$ cat config.mk
export PLATFORM = sky130hd
export DESIGN_NAME = bp_gsel_predictor
export DESIGN_NICKNAME = d
export VERILOG_FILES = /design/src/rtl/bp_gsel_pkg.sv /design/src/rtl/bp_gsel_index.sv /design/src/rtl/bp_gsel_hist.sv /design/src/rtl/bp_gsel_pht.sv /design/src/rtl/bp_gsel_predictor.sv
export SDC_FILE = /design/constraint.sdc
export NUM_CORES = 2
export LEC_CHECK = 0
export ABC_AREA = 0
export BUFFER_PORTS_ARGS = -buffer_cell sky130_fd_sc_hd__buf_2
export CAP_MARGIN = 5
export CORE_ASPECT_RATIO = 1.25
export CORE_MARGIN = 1
export CORE_UTILIZATION = 43
export CTS_CLUSTER_SIZE = 28
export DETAILED_ROUTE_END_ITERATION = 12
export GPL_ROUTABILITY_DRIVEN = 0
export PLACE_DENSITY_LB_ADDON = 0.05
export REMOVE_ABC_BUFFERS = 1
export SETUP_SLACK_MARGIN = 0.5
export SLEW_MARGIN = 20
export SYNTH_ARGS = -nofsm -noshare
export SYNTH_HDL_FRONTEND = slang
export SYNTH_SLANG_ARGS = --single-unit
$ cat constraint.sdc
create_clock -name clk -period 2.2 [get_ports clk]
set_input_delay 0.33 -clock clk [delete_from_list [all_inputs] [get_ports clk]]
set_output_delay 0.33 -clock clk [all_outputs]
set_load 0.02 [all_outputs]
$ cat src/rtl/bp_gsel_pkg.sv
package bp_gsel_pkg;

   typedef logic [1:0] ctr_t;

   localparam ctr_t CTR_INIT = 2'b01;
   localparam ctr_t CTR_MAX  = 2'b11;
   localparam ctr_t CTR_MIN  = 2'b00;

   // saturating step of a 2-bit direction counter
   function automatic ctr_t ctr_step(input ctr_t cur, input logic up);
      ctr_t nxt;
      if (up) nxt = (cur == CTR_MAX) ? cur : cur + 2'd1;
      else    nxt = (cur == CTR_MIN) ? cur : cur - 2'd1;
      return nxt;
   endfunction

endpackage

$ cat src/rtl/bp_gsel_index.sv
module bp_gsel_index #(
   parameter int PC_W   = 32,
   parameter int HIST_W = 4,
   parameter int ADDR_W = 4,
   localparam int IDX_W = HIST_W + ADDR_W
) (
   input  logic [HIST_W-1:0] hist,
   input  logic [PC_W-1:0]   pc,
   output logic [IDX_W-1:0]  idx
);

   generate
      if (ADDR_W == 0) begin : g_hist_only
         assign idx = hist;
      end else begin : g_concat
         assign idx = {hist, pc[ADDR_W+1:2]};
      end
   endgenerate

   // bits outside the used slice are intentionally ignored
   logic unused_pc;
   assign unused_pc = ^pc;

endmodule

$ cat src/rtl/bp_gsel_hist.sv
module bp_gsel_hist #(
   parameter int HIST_W = 4
) (
   input  logic              clk,
   input  logic              rst_n,
   input  logic              shift_en,
   input  logic              shift_bit,
   input  logic              load_en,
   input  logic [HIST_W-1:0] load_val,
   output logic [HIST_W-1:0] hist_q
);

   logic [HIST_W-1:0] base;
   logic [HIST_W-1:0] hist_d;

   always_comb begin
      base   = load_en ? load_val : hist_q;
      hist_d = {base[HIST_W-2:0], shift_bit};
   end

   always_ff @(posedge clk) begin
      if (!rst_n)        hist_q <= '0;
      else if (shift_en) hist_q <= hist_d;
   end

endmodule

$ cat src/rtl/bp_gsel_pht.sv
module bp_gsel_pht
   import bp_gsel_pkg::*;
#(
   parameter int IDX_W = 8,
   localparam int DEPTH = 1 << IDX_W
) (
   input  logic             clk,
   input  logic             rst_n,
   input  logic [IDX_W-1:0] rd_idx,
   output ctr_t             rd_ctr,
   input  logic             wr_en,
   input  logic [IDX_W-1:0] wr_idx,
   input  logic             wr_up
);

   ctr_t ent [DEPTH];

   generate
      for (genvar i = 0; i < DEPTH; i++) begin : g_ent
         ctr_t q;
         always_ff @(posedge clk) begin
            if (!rst_n)
               q <= CTR_INIT;
            else if (wr_en && (wr_idx == IDX_W'(i)))
               q <= ctr_step(q, wr_up);
         end
         assign ent[i] = q;
      end
   endgenerate

   assign rd_ctr = ent[rd_idx];

endmodule

$ cat src/rtl/bp_gsel_predictor.sv
module bp_gsel_predictor
   import bp_gsel_pkg::*;
#(
   parameter int PC_W   = 32,
   parameter int HIST_W = 4,
   parameter int ADDR_W = 4,
   localparam int IDX_W = HIST_W + ADDR_W
) (
   input  logic              clk,
   input  logic              rst_n,
   input  logic [PC_W-1:0]   lk_pc,
   output logic              lk_taken,
   output logic [IDX_W-1:0]  lk_index,
   output logic [HIST_W-1:0] lk_ckpt,
   input  logic              rs_valid,
   input  logic [IDX_W-1:0]  rs_index,
   input  logic              rs_taken,
   input  logic              rs_flush,
   input  logic [HIST_W-1:0] rs_ckpt
);

   generate
      if (HIST_W < 2) begin : g_bad_hist
         $error("HIST_W must be at least 2");
      end
      if (ADDR_W < 0 || ADDR_W + 2 > PC_W) begin : g_bad_addr
         $error("ADDR_W must fit inside PC_W above the two alignment bits");
      end
      if (IDX_W > 12) begin : g_bad_idx
         $error("table index too wide for a flop-based table");
      end
   endgenerate

   logic [HIST_W-1:0] hist_q;
   ctr_t              rd_ctr;

   bp_gsel_hist #(.HIST_W(HIST_W)) u_hist (
      .clk      (clk),
      .rst_n    (rst_n),
      .shift_en (rs_valid),
      .shift_bit(rs_taken),
      .load_en  (rs_flush),
      .load_val (rs_ckpt),
      .hist_q   (hist_q)
   );

   bp_gsel_index #(.PC_W(PC_W), .HIST_W(HIST_W), .ADDR_W(ADDR_W)) u_index (
      .hist(hist_q),
      .pc  (lk_pc),
      .idx (lk_index)
   );

   bp_gsel_pht #(.IDX_W(IDX_W)) u_pht (
      .clk   (clk),
      .rst_n (rst_n),
      .rd_idx(lk_index),
      .rd_ctr(rd_ctr),
      .wr_en (rs_valid),
      .wr_idx(rs_index),
      .wr_up (rs_taken)
   );

   assign lk_taken = rd_ctr[1];
   assign lk_ckpt  = hist_q;

endmodule

=== Word level (Yosys, flattened, before mapping) ===
Cells that the tools add are included.

* Register bits after elaboration: 516
* Bits in latches: 0
* RAM bits: 0
* ROM bits: 0
* Output and inout port bits: 13
* Word-level logic and storage cells: 3335
* Memories: 0

* Add/subtract/negate cells: 512
* Multipliers: 0
* Divide/modulo/power cells: 0
* $lt $le $gt $ge: 1
* Equality and inequality tests: 1023
* Shift-type cells: 0
* Multiplexer cells: 772
* Bitwise gates (word level): 1
* Reductions and logical operators: 769

{| class="wikitable"
|+ Operators with widths
! kind !! count
|-
| $mux 2 || 770
|-
| $eq 8x8->1 const B || 128
|-
| $ne 2x2->1 const B || 512
|-
| $reduce_and 3->1 || 256
|-
| $add 2x1->2 const B || 256
|-
| $eq 2x2->1 const B || 256
|-
| $eq 8x7->1 const B || 64
|-
| $logic_not 2->1 || 256
|-
| $sub 2x1->2 const B || 256
|-
| $eq 8x6->1 const B || 32
|-
| $logic_and 1x1->1 || 256
|-
| $eq 8x5->1 const B || 16
|-
| $eq 8x4->1 const B || 8
|-
| $eq 8x3->1 const B || 4
|-
| $bmux 2 s8 || 1
|-
| $eq 8x2->1 const B || 2
|-
| $ge 9x9->1 const B || 1
|-
| $not 8->9 || 1
|-
| $eq 8x1->1 const B || 1
|-
| $logic_not 8->1 || 1
|-
| $mux 3 || 1
|}

=== Logic depth before layout (Yosys ltp) ===
* Depth in word-level cells: 4
* Depth in mapped cells: 11

=== By module ===
Synthesis repeated with hierarchy kept, for this count alone.

* Cells, all modules: 4008
* Area total of the unflattened synthesis: 31567.8 µm²

{| class="wikitable"
|+ Modules (own cells, without submodules)
! module !! instances !! cells an instance !! area each (µm²) !! sequential area each (µm²)
|-
| bp_gsel_pht || 1 || 3985 || 31351.3 || 10249.8
|-
| bp_gsel_hist || 1 || 15 || 156.4 || 80.1
|-
| bp_gsel_index || 1 || 8 || 60.1 || 0.0
|}

=== Worst setup path before layout ===
Ideal clock, no wire load.

* Path kind: in2out
* Start point: in lk_pc[2]
* End point: out lk_taken
* Arrival: 2252 ps
* Data required time: 1870 ps
* Setup slack: -382 ps
* Stages on the path: 9
* Cell sequence: buf_6 or3b_1 buf_2 o22ai_1 nor2_1 a311oi_1 a21o_1 a2111oi_2 a311oi_1

* Longest elaborated chain between the ends: 4

{| class="wikitable"
|+ Ends and longest elaborated chain
! item !! line !! RTL
|-
| from (decl) || bp_gsel_predictor.sv:11 || <nowiki>input logic [PC_W-1:0] lk_pc,</nowiki>
|-
| $not 8->9 (implied by the code) || bp_gsel_pht.sv:31 || <nowiki>assign rd_ctr = ent[rd_idx];</nowiki>
|-
| $bmux 2 s8 || bp_gsel_pht.sv:31 ||
|-
| $mux 2 (implied by the code) (2 in series) || bp_gsel_pht.sv:31 ||
|-
| to (decl) || bp_gsel_predictor.sv:12 || <nowiki>output logic lk_taken,</nowiki>
|}

Every way passes these cells. The select of a mux whose other input is x is not followed.

=== Worst setup path in the final report ===
* Start point: reg u_pht.g_ent[131].q[1]
* End point: out lk_taken

* Longest elaborated chain between the ends: 3

{| class="wikitable"
|+ Ends and longest elaborated chain
! item !! line !! RTL
|-
| from (decl) || bp_gsel_pht.sv:20 || <nowiki>ctr_t q;</nowiki>
|-
| from (signal assigned) || bp_gsel_pht.sv:25 || <nowiki>q <= ctr_step(q, wr_up);</nowiki>
|-
| $bmux 2 s8 || bp_gsel_pht.sv:31 ||
|-
| $mux 2 (implied by the code) (2 in series) || bp_gsel_pht.sv:31 ||
|}

Every way passes these cells. The select of a mux whose other input is x is not followed.

==> Implementation_results.wiki <==
{| class="wikitable"
! Metric !! Value
|-
| Leakage dissipation || 12.65 nW
|-
| DRC Markers || 0
|-
| Cell with the most instances after synthesis || o21ai_0
|-
| Met1 usage in global routing || 34.75%
|-
| Worst path setup slack after routing || -1.124 ns
|-
| Combined area of all synthesized cells || 28180 um2
|-
| Failing checks || negative setup slack
|-
| Worst slew margin relative to its limit || 60.79%
|-
| Highest clock rate || 0.3008 GHz
|-
| Total negative slack for setup checks || -1.124 ns
|-
| Worst hold start || rst_n
|-
| Synth area leader || dfxtp_1
|-
| Clock tree root buffer cell || clkbuf_16
|-
| Die ar. || 66570 um2
|-
| Share of the yosys chip area belonging to registers || 36.65%
|-
| R2R Setup Slk || 1.05 ns
|-
| Antenna Violating Nets Remaining || 0
|-
| Area post-placement || 31580 um2
|-
| Ys flop type || dfxtp_1
|-
| Unique masters post-synth || 67
|-
| Post-route fraction of the period consumed by the critical path || 151.1%
|-
| Wire length per cell || 20.27 um
|-
| All-layer global routing usage || 29.43%
|-
| Leading cell types by count after synthesis || 1234 x o21ai_0, 644 x nand2_1, 516 x dfxtp_1
|-
| DR iter-0 viols || 2507
|-
| Leading cell types by total area after synthesis || dfxtp_1 37%, o21ai_0 22%, nand2_1 8.6%
|-
| Vias in the first global route || 28.48k
|-
| Fraction of post-synthesis cell area in the top cell type by area || 36.65%
|-
| CTS tree || done
|-
| First drt pass iteration count || 6
|-
| Avg Cell Area, Syn || 7.243 um2
|-
| Worst setup path category || reg -> out
|-
| Number of antenna violations at the first check in global routing || 0
|-
| Total number of vias || 29.91k
|-
| Remaining global-route overflow || 0
|-
| Standard-cell row count || 104
|-
| CP max-delay cell || mux4_2
|-
| Final design instance area without fill || 33720 um2
|-
| GR Layer Usage met3 || 3.979%
|-
| Arrival time reported for the critical path endpoint || 2.99 ns
|-
| Max-cap violations || 0
|-
| Largest net degree at the start of global routing || 130
|-
| Pwr/cell area || 711.2 nW/um2
|-
| Final cell utilization of the core || 52.25%
|-
| Instance count of the mapped netlist || 3891
|-
| Final setup violating endpoints || 1
|-
| Clock Sinks || 516
|-
| RSZ-0062 raised after global routing || true
|-
| Placed wire-length estimate after detailed placement || 69.63 mm
|-
| Worst slew pin tran || 0.5882 ns
|-
| Critical Path Start || u_pht.g_ent[131].q[1]
|-
| Met2 usage || 51.29%
|-
| Number of enable flip-flop cells after synthesis || 0
|-
| Ordered list of cells on the worst path || mux4_2 -> a22o_1 -> nor4_2 -> a311oi_1 -> buf_4 -> a21o_4 -> a2111oi_4 -> a311oi_2 -> buf_4 -> buf_6
|-
| Result of the run || finished with violations
|-
| Buffers inserted during post-CTS setup optimization || 0
|-
| Wire length reported by the detailed router || 100.4 mm
|-
| Clock latency reported for the late side of the worst-skew pair || 0.64 ns
|-
| Final Hold Fails || 0
|-
| Min-delay worst type || in -> reg
|-
| Worst path bufs/invs || 3
|-
| Die width || 231.0 um
|-
| Most used routing layer in global routing || met2
|-
| Vertical die dimension || 288.2 um
|-
| End of the worst register-to-register path || u_hist.hist_q[1]
|-
| Worst reg2reg startpoint || u_hist.hist_q[0]
|-
| Nature of the critical path endpoint || output pin
|-
| Global-route wire length before repair || 155.0 mm
|-
| Total of flip-flops plus latches after synthesis || 516
|-
| Maximum vdd ir drop || 0.5383 mV
|-
| Number of port buffers || 32
|-
| Number of buffers added by the clock tree synthesis step || 58
|-
| Post-layout net count || 4104
|-
| YS warnings || 0
|-
| Top Family by Delay on Critical Path || compound AO/OA/AOI/OAI gates
|-
| Worst Hold End || u_pht.g_ent[254].q[0]
|-
| Setup skew after layout || 0.02760 ns
|-
| Crit-path max cell delay || 0.47 ns
|-
| H-tree levels || 2
|-
| Filler cell count in the final layout || 6239
|-
| Fraction of layout cells with a size suffix above 1 || 13.92%
|-
| Worst Reg2Reg Path Length in Cells || 4
|-
| Required time of the critical path || 1.87 ns
|-
| Detailed-route vias per instance || 6.042
|-
| Fin crit period || 3.324 ns
|-
| Clock-pin slew of the registers on the worst-case setup and hold paths || 0.06 ns
|-
| Largest fanout on the critical path || 2
|-
| Post-synthesis async set-or-reset flop share || 0%
|-
| Max Transition Viols Final || 0
|-
| Quantity of hold-fixing buffers added after cts || 0
|-
| Synth-to-layout area growth || 19.67%
|-
| Effective utilization at floorplan || 43.66%
|-
| Sort of element at the start of the critical path || flop
|-
| I/O pin total || 62
|-
| Hold path cells || 2
|-
| Most common cell type on the critical path || buf_4
|-
| Number of buffers on the longest clock path || 3
|-
| Core Box Area || 64540 um2
|}
-- final cells by class --
class	count	area [um2]	area share, %
Clock inverter	17	241.5	0.7160
Tap cell	848	1061	3.146
Antenna cell	1	2.502	0.007420
Inverter	18	75.07	0.2226
Timing Repair Buffer	387	3602	10.68
Clock buffer	90	1783	5.287
Sequential cell	516	10340	30.66
Multi-Input combinational cell	3074	16620	49.28
-- registers in the layout, indices dropped and copies added, names as in the netlist --
register	cells
u_pht.g_ent.q	512
u_hist.hist_q	4
-- cell usage in the layout, fill, tap and decap left out, types with 12 or more instances in the layout --
| cell type | n |
|---|---|
| a21boi_0 | 253 |
| a21oi_1 | 107 |
| a31oi_1 | 21 |
| buf_12 | 56 |
| buf_2 | 21 |
| buf_4 | 299 |
| clkbuf_1 | 12 |
| clkbuf_16 | 59 |
| clkbuf_8 | 19 |
| dfxtp_1 | 511 |
| inv_1 | 17 |
| mux2i_1 | 53 |
| mux4_2 | 35 |
| nand2_1 | 641 |
| nand2b_1 | 29 |
| nand3_1 | 52 |
| nor2_1 | 285 |
| nor2b_1 | 12 |
| nor3_1 | 103 |
| o21ai_0 | 1233 |
| o221ai_1 | 31 |
| o22ai_1 | 32 |
| o31ai_1 | 53 |
-- routing by layer --
| layer | routed length (um) | share of wire (%) |
|---|---|---|
| met2 | 48690 | 49 |
| met3 | 5037 | 5.0 |
| met4 | 5703 | 5.7 |
| met1 | 40930 | 41 |
| met5 | 0 | 0 |
-- power by group --
group / internal, mW / leakage [nW] / total, mW / switching [mW]
registers: 9.92 / 4.19 / 10.5 / 0.593
clock network: 6.23 / 1.00 / 10.4 / 4.19
logic: 1.28 / 7.46 / 3.05 / 1.77
total: 17.4 / 12.7 / 24.0 / 6.55
-- kinds of logic (layout without fill, tap and decap cells) --
family | after synthesis | in the layout | synth area share [%]
AOI/OAI and AO/OA | 1784 | 1784 | 35.74
muxes | 93 | 93 | 4.959
DFF | 516 | 516 | 36.65
other | 0 | 1 | 0
buffers and inverters | 301 | 512 | 4.706
and+or+nand+nor | 1197 | 1197 | 17.94
-- worst max path at each step --
stage | end | slack, ns | cells after the start
after global routing | lk_taken | -1.25 | 10
final | lk_taken | -1.12 | 10
after CTS | lk_taken | -1.13 | 10
after global placement | lk_taken | -1.01 | 11
after detailed placement | lk_taken | -1.07 | 11
after floorplan | u_pht.g_ent[100].q[0] | -1.93 | 4
-- metrics by stage --
step | instances | power (mW) | setup WS, ns | hold WS, ns
CTS | 4950 | 24.14 | -1.134 | 0.01049
floorplan | 3608 | 12.04 | -1.932 | 0.3919
global route | 4950 | 24.96 | -1.250 | 0.02509
detailed placement | 4843 | 13.69 | -1.073 | 0.4873
finish | 4951 | 23.98 | -1.124 | 0.02452
global placement | 4843 | 13.45 | -1.011 | 0.4772
-- what timing repair did --
action	CTS	global route
gates cloned	0	0
resized for setup	20	18
pin swaps	1	1
endpoints found under the setup margin	10	46
Note: power is estimated with default switching activity, not from simulation.
